[config.mk]
export PLATFORM = sky130hd
export DESIGN_NAME = gpio_evt_bank
export DESIGN_NICKNAME = d
export VERILOG_FILES = /design/src/rtl/gpio_evt_pkg.sv /design/src/rtl/gpio_evt_sync.sv /design/src/rtl/gpio_evt_pin.sv /design/src/rtl/gpio_evt_bank.sv
export SDC_FILE = /design/constraint.sdc
export NUM_CORES = 2
export LEC_CHECK = 0
export ABC_AREA = 1
export BUFFER_PORTS_ARGS = -buffer_cell sky130_fd_sc_hd__buf_2
export CORE_UTILIZATION = 29
export CTS_CLUSTER_SIZE = 16
export DETAILED_ROUTE_END_ITERATION = 8
export PLACE_DENSITY = 0.44
export SLEW_MARGIN = 20
export SYNTH_ARGS = -nofsm -noshare
export SYNTH_HDL_FRONTEND = slang
export SYNTH_SLANG_ARGS = --single-unit
[constraint.sdc]
create_clock -name clk -period 2.9 [get_ports clk]
set_input_delay 0.58 -clock clk [delete_from_list [all_inputs] [get_ports clk]]
set_output_delay 0.58 -clock clk [all_outputs]
set_load 0.02 [all_outputs]
[src/rtl/gpio_evt_pkg.sv]
// Shared constants and types for the GPIO event bank.
// Assumes byte addressing with 32-bit words.
package gpio_evt_pkg;
    typedef enum logic [1:0] {
        EVT_LEVEL = 2'b00,
        EVT_EDGE  = 2'b01,
        EVT_OFF   = 2'b10,
        EVT_BOTH  = 2'b11
    } evt_mode_e;

    localparam int WORD_W       = 32;
    localparam int CFG_TX_BIT   = 0;
    localparam int CFG_RX_BIT   = 1;
    localparam int CFG_INV_BIT  = 23;
    localparam int CFG_MODE_LSB = 25;
    localparam int STS_BASE     = 'h100;
    localparam int EN_BASE      = 'h110;
    localparam int CFG_BASE     = 'h500;
    localparam int CFG_STRIDE   = 8;
endpackage

[src/rtl/gpio_evt_sync.sv]
// Two-flop synchronizer for a vector of asynchronous inputs.
// Assumes each bit is independent; no multi-bit coherency is provided.
module gpio_evt_sync #(
    parameter int WIDTH = 8
) (
    input  logic             clk,
    input  logic             rst_n,
    input  logic [WIDTH-1:0] async_in,
    output logic [WIDTH-1:0] sync_out
);
    logic [WIDTH-1:0] meta_q;

    // Two register stages in series; cleared on reset.
    always_ff @(posedge clk) begin
        if (!rst_n) begin
            meta_q   <= '0;
            sync_out <= '0;
        end else begin
            meta_q   <= async_in;
            sync_out <= meta_q;
        end
    end
endmodule

[src/rtl/gpio_evt_pin.sv]
// Per-pin configuration word and event detector.
// Assumes rx_sync is already synchronized to clk. The event output is
// combinational from the registered state and the synchronized input.
module gpio_evt_pin
    import gpio_evt_pkg::*;
(
    input  logic              clk,
    input  logic              rst_n,
    input  logic              cfg_wr,
    input  logic              wr_tx,
    input  logic              wr_inv,
    input  logic [1:0]        wr_mode,
    input  logic              rx_sync,
    output logic [WORD_W-1:0] cfg_rdata,
    output logic              tx,
    output logic              evt,
    output logic [1:0]        mode_o
);
    logic      inv_q;
    evt_mode_e mode_q;
    logic      lvl;
    logic      prev_q;

    assign lvl    = rx_sync ^ inv_q;
    assign mode_o = mode_q;

    // Configuration fields, loaded on a bus write to this pin.
    always_ff @(posedge clk) begin
        if (!rst_n) begin
            tx     <= 1'b0;
            inv_q  <= 1'b0;
            mode_q <= EVT_LEVEL;
        end else if (cfg_wr) begin
            tx     <= wr_tx;
            inv_q  <= wr_inv;
            mode_q <= evt_mode_e'(wr_mode);
        end
    end

    // Previous detected level, used for the edge comparison.
    always_ff @(posedge clk) begin
        if (!rst_n) prev_q <= 1'b0;
        else        prev_q <= lvl;
    end

    // Event selection by mode.
    always_comb begin
        unique case (mode_q)
            EVT_LEVEL: evt = lvl;
            EVT_EDGE:  evt = lvl & ~prev_q;
            EVT_BOTH:  evt = lvl ^ prev_q;
            default:   evt = 1'b0;
        endcase
    end

    // Readback word assembly.
    always_comb begin
        cfg_rdata                                 = '0;
        cfg_rdata[CFG_TX_BIT]                     = tx;
        cfg_rdata[CFG_RX_BIT]                     = rx_sync;
        cfg_rdata[CFG_INV_BIT]                    = inv_q;
        cfg_rdata[CFG_MODE_LSB+1:CFG_MODE_LSB]    = mode_q;
    end
endmodule

[src/rtl/gpio_evt_bank.sv]
// GPIO bank: per-pin configuration, write-one-to-clear status words,
// enable words and one combined level interrupt.
// Assumes word-aligned addresses and a combinational read path.
module gpio_evt_bank
    import gpio_evt_pkg::*;
#(
    parameter int NUM_PINS = 78,
    parameter int ADDR_W   = 12
) (
    input  logic                clk,
    input  logic                rst_n,
    input  logic [ADDR_W-1:0]   bus_addr,
    input  logic                bus_wr,
    input  logic [WORD_W-1:0]   bus_wdata,
    output logic [WORD_W-1:0]   bus_rdata,
    input  logic [NUM_PINS-1:0] pin_in,
    output logic [NUM_PINS-1:0] pin_out,
    output logic                irq
);
    localparam int NUM_GRP = (NUM_PINS + WORD_W - 1) / WORD_W;
    localparam int PAD_W   = NUM_GRP * WORD_W;
    localparam int PIN_IW  = (NUM_PINS > 1) ? $clog2(NUM_PINS) : 1;

    // Valid-bit mask of a status or enable group.
    function automatic logic [WORD_W-1:0] grp_mask(input int g);
        logic [WORD_W-1:0] m;
        for (int b = 0; b < WORD_W; b++) m[b] = (g * WORD_W + b) < NUM_PINS;
        return m;
    endfunction

    logic [NUM_PINS-1:0] rx_sync;
    logic [PAD_W-1:0]    evt_flat;
    logic [PAD_W-1:0]    sts_flat;
    logic [PAD_W-1:0]    en_flat;
    logic [WORD_W-1:0]   cfg_rd [NUM_PINS];
    logic [1:0]          mode_all [NUM_PINS];
    logic [1:0]          mode0;
    logic [ADDR_W-1:0]   cfg_off;
    logic [ADDR_W-1:0]   cfg_idx;
    logic                cfg_hit;

    gpio_evt_sync #(.WIDTH(NUM_PINS)) u_sync (
        .clk      (clk),
        .rst_n    (rst_n),
        .async_in (pin_in),
        .sync_out (rx_sync)
    );

    // Configuration-region decode.
    assign cfg_off = bus_addr - ADDR_W'(CFG_BASE);
    assign cfg_idx = cfg_off >> 3;
    assign cfg_hit = (bus_addr >= ADDR_W'(CFG_BASE)) && (cfg_off[2:0] == 3'b000)
                     && (cfg_idx < ADDR_W'(NUM_PINS));
    assign mode0   = mode_all[0];

    generate
        for (genvar p = 0; p < NUM_PINS; p++) begin : g_pin
            logic pin_wr;
            assign pin_wr = bus_wr && cfg_hit && (cfg_idx == ADDR_W'(p));
            gpio_evt_pin u_pin (
                .clk       (clk),
                .rst_n     (rst_n),
                .cfg_wr    (pin_wr),
                .wr_tx     (bus_wdata[CFG_TX_BIT]),
                .wr_inv    (bus_wdata[CFG_INV_BIT]),
                .wr_mode   (bus_wdata[CFG_MODE_LSB+1:CFG_MODE_LSB]),
                .rx_sync   (rx_sync[p]),
                .cfg_rdata (cfg_rd[p]),
                .tx        (pin_out[p]),
                .evt       (evt_flat[p]),
                .mode_o    (mode_all[p])
            );
        end
        if (PAD_W > NUM_PINS) begin : g_pad
            assign evt_flat[PAD_W-1:NUM_PINS] = '0;
        end

        for (genvar g = 0; g < NUM_GRP; g++) begin : g_grp
            localparam logic [WORD_W-1:0] VMASK = grp_mask(g);
            logic              sts_wr, en_wr;
            logic [WORD_W-1:0] sts_q, en_q;
            assign sts_wr = bus_wr && (bus_addr == ADDR_W'(STS_BASE + 4 * g));
            assign en_wr  = bus_wr && (bus_addr == ADDR_W'(EN_BASE + 4 * g));

            // Status: write-one clear, then new events set (set wins).
            always_ff @(posedge clk) begin
                if (!rst_n) sts_q <= '0;
                else sts_q <= ((sts_q & ~(sts_wr ? bus_wdata : '0))
                               | evt_flat[g*WORD_W +: WORD_W]) & VMASK;
            end

            // Enable: plain read/write mask limited to existing pins.
            always_ff @(posedge clk) begin
                if (!rst_n)     en_q <= '0;
                else if (en_wr) en_q <= bus_wdata & VMASK;
            end

            assign sts_flat[g*WORD_W +: WORD_W] = sts_q;
            assign en_flat[g*WORD_W +: WORD_W]  = en_q;
        end
    endgenerate

    // Combined interrupt line.
    assign irq = |(sts_flat & en_flat);

    // Read multiplexer over status, enable and configuration words.
    always_comb begin
        bus_rdata = '0;
        for (int g = 0; g < NUM_GRP; g++) begin
            if (bus_addr == ADDR_W'(STS_BASE + 4 * g)) bus_rdata = sts_flat[g*WORD_W +: WORD_W];
            if (bus_addr == ADDR_W'(EN_BASE + 4 * g))  bus_rdata = en_flat[g*WORD_W +: WORD_W];
        end
        if (cfg_hit) bus_rdata = cfg_rd[cfg_idx[PIN_IW-1:0]];
    end
endmodule

==> results.ini <==
[outcome]
run_status=finished, violations left
violations=setup timing

[placement]
dp_slack_ps=-762
gp_congestion=0.939
io_buffers=235
dp_hpwl_um=111000

[power]
p_leak_nw=19.7
p_seq_frac=0.427
p_switching_mw=6.02
clkPwrFrac=0.497
ir_drop_uv=370
internal-power_mw=17.5
switching_share=0.256
powerDensity_nw_per_um2=537
p_comb_frac=0.076

[clock_network]
clockBufferDepth=3
tritoncts=built
htree_levels=3
clock_latency_ps=660
clk_pin_slew_ps=60
cts_buffers=84
hold_buffers=0
cts_root_buf=clkbuf_16
clock_sinks=702

[sta]
relSlewSlack=0.306
maxSlewViolCount=0
setup_viol=27
final-hold-violation-count=0
post-route-period-util=1.07
fin_crit_ps=3110
worstMarginPinSlew_ps=1030
max_freq_ghz=0.321
clock_skew_ps=21.8
rsz0062_at_grt=true
fin_ws_ps=-213

[global_route]
grt_max_degree=174
antenna_found_initial=5
grt-ovfl-total=0
grt_pass1_vias=30469
grt_usage=0.256
grt_pass1_wl_um=218000

[logic_synthesis]
synthFlopType=dfxtp_1
syn_area_um2=33300
synthAdderAreaFrac=0.0308
synthMuxAreaShare=0
netlist_instances=4820
synth_edf_count=0
syn_nets=5027
synth-seq-cells=702
synth-compound-area-share=0.158
synthSimpleGateAreaFrac=0.260
avgSynthCellArea_um2=6.92
synth_warnings=0
async_reset_ff_frac=0
yosys.cell_types.count=38
synth_xor_area_frac=0.0208
synth_top_family_by_area=simple AND/OR/NAND/NOR gates
synth-seq-area-share=0.421

[floorplanning]
die_w_um=341
die_area_um2=116000
start_util=0.292
coreArea_um2=114000
core.rowCount=124
die_h_um=341
ios=236

[route]
first_pass_iters=6
route.detailed.vias_per_inst=4.87
wl_per_cell_um=22.3
finalWirelength_um=152000
vias=33356
drt-initial-drc-count=3392
ant_nets=0
drc=0

[cells_and_area]
layout.nets=5467
fill_cells=12246
syn_to_final_growth_pct=31.4
utilization=0.384
layout-drive-gt1-share=0.217

[critical_path]
r2r_start=u_sync.sync_out[8]
critPathLaunch=bus_addr[3]
crit_path_max_fanout=8
setup.worst_path.end=bus_rdata[0]
worstSetupStartpointType=input port
timing.reg2reg.setup_slack_ps=1040
critPathArrivalTime_ps=2530
reg2reg_to=g_grp[0].sts_q[8]
critPathCaptureType=output pin
crit_type=in2out
critical_path_required_ps=2320
rr_worst_depth=6

[min_path]
hold_start=pin_in[62]
min_path_type=in2reg

[flow_run]
cap_viol_max_count=0

## registers in the layout, summed over array words and instances, names as in the netlist
name                count
g_pin.u_pin.mode_o    156
g_grp.sts_q            78
g_pin.u_pin.tx         78
g_pin.u_pin.prev_q     78
u_sync.meta_q          78
g_pin.u_pin.inv_q      78
g_grp.en_q             78
u_sync.sync_out        78
## cell usage in the layout (no fill, tap or decap), types with 23 or more instances in the layout
cell type	count
nand2_1	1171
dfxtp_1	670
nor2_1	572
inv_1	514
o21ai_0	399
buf_4	329
a21oi_1	235
buf_2	198
nand3_1	169
o211ai_1	89
clkbuf_16	87
ha_1	81
xnor2_1	78
a31oi_1	78
nand2_2	62
buf_12	59
nor2_2	56
buf_6	49
inv_2	37
nor2_4	32
dfxtp_2	25
o21ai_1	23
## power groups by stage
stage | Combinational (mW) | Clock (mW) | Sequential [mW]
finish | 1.79 | 11.7 | 10.0
global route | 1.89 | 12.4 | 10.0
CTS | 1.75 | 11.9 | 10.0
detailed placement | 1.58 | 0 | 10.2
global placement | 1.57 | 0 | 10.2
floorplan | 0.709 | 0 | 10.1
## Yosys cell counts (21+ instances only)
cell | count | area [um^2]
dfxtp_1 | 702 | 14100
nand3_1 | 178 | 891
ha_1 | 82 | 1030
clkbuf_1 | 156 | 586
a31oi_1 | 84 | 526
nand2_1 | 1248 | 4680
nor2_1 | 608 | 2280
inv_1 | 525 | 1970
buf_4 | 80 | 601
buf_2 | 37 | 185
buf_1 | 36 | 135
xnor2_1 | 78 | 683
nor3_1 | 21 | 105
o21ai_0 | 439 | 2200
a21oi_1 | 254 | 1270
inv_2 | 32 | 120
nor2_2 | 35 | 219
o211ai_1 | 89 | 668
o22ai_1 | 28 | 175
## cells by family (layout without fill, tap and decap cells)
kind of cell / count (synthesis) / count (layout)
other: 0 / 2
DFF: 702 / 702
and+or+nand+nor: 2139 / 2139
buffers and inverters: 871 / 1381
adders and majority gates: 82 / 82
xor gates and xnor gates: 79 / 79
AOI/OAI and AO/OA: 947 / 947
## worst min path at each step
stage                                     end  slack, ps  cells past startpoint
after floorplan            u_sync.sync_out[0]        390                      2
after global placement    u_sync.sync_out[70]        390                      2
after detailed placement  u_sync.sync_out[60]        400                      2
after CTS                   u_sync.meta_q[60]         40                      3
after global routing        u_sync.meta_q[60]         70                      3
final                       u_sync.meta_q[62]         90                      3
## stage by stage
stage	power (mW)	std cells	setup TNS [ps]	cell area (um^2)	hold slack, ps
after floorplan	10.8	4820	0	33400	390
after global placement	11.8	6627	-70810	38400	393
after detailed placement	11.8	6627	-66700	38400	396
after CTS	23.7	6828	-2680	43200	41.0
after global routing	24.3	6842	-4800	43800	72.9
final	23.5	6844	-2650	43800	87.8
## layer usage
metal / global-route usage / part of all wire / vias up
li1: - / - / 16216
met1: 0.392 / 0.49 / 15593
met2: 0.365 / 0.41 / 1341
met3: 0.0362 / 0.077 / 204
met4: 0.0744 / 0.027 / 2
met5: 0 / 0.000079 / -
## critical path: stages
cell	delay (ps)
buf_16	140
buf_8	140
nor2_4	50
buf_12	130
buf_8	140
buf_16	150
nand2_1	70
nand2_1	50
o21ai_0	180
nand2_1	90
nor2_2	140
nor2_1	60
nor2_1	120
nand2_1	120
nand2_2	150
a21oi_4	80
buf_6	140
## cell type report
| cell class | instances | area (um^2) | area share |
|---|---|---|---|
| Multi-Input combinational cell | 3247 | 16700 | 0.382 |
| Sequential cell | 702 | 14100 | 0.322 |
| Timing Repair Buffer | 666 | 5900 | 0.135 |
| Clock buffer | 108 | 2370 | 0.0542 |
| Inverter | 559 | 2150 | 0.0491 |
| Tap cell | 1512 | 1890 | 0.0432 |
| Clock inverter | 48 | 656 | 0.0150 |
| Antenna cell | 2 | 5.00 | 0.000114 |
## timing repair
| item | in CTS | in global routing |
|---|---|---|
| pin swaps | 94 | 72 |
| setup buffers | 35 | 17 |
| hold endpoints to repair | 0 | 0 |
| endpoints found under the setup margin | 33 | 33 |
| cloned | 16 | 1 |
| gates resized for setup | 332 | 157 |
(Power assumes the default switching activity.)
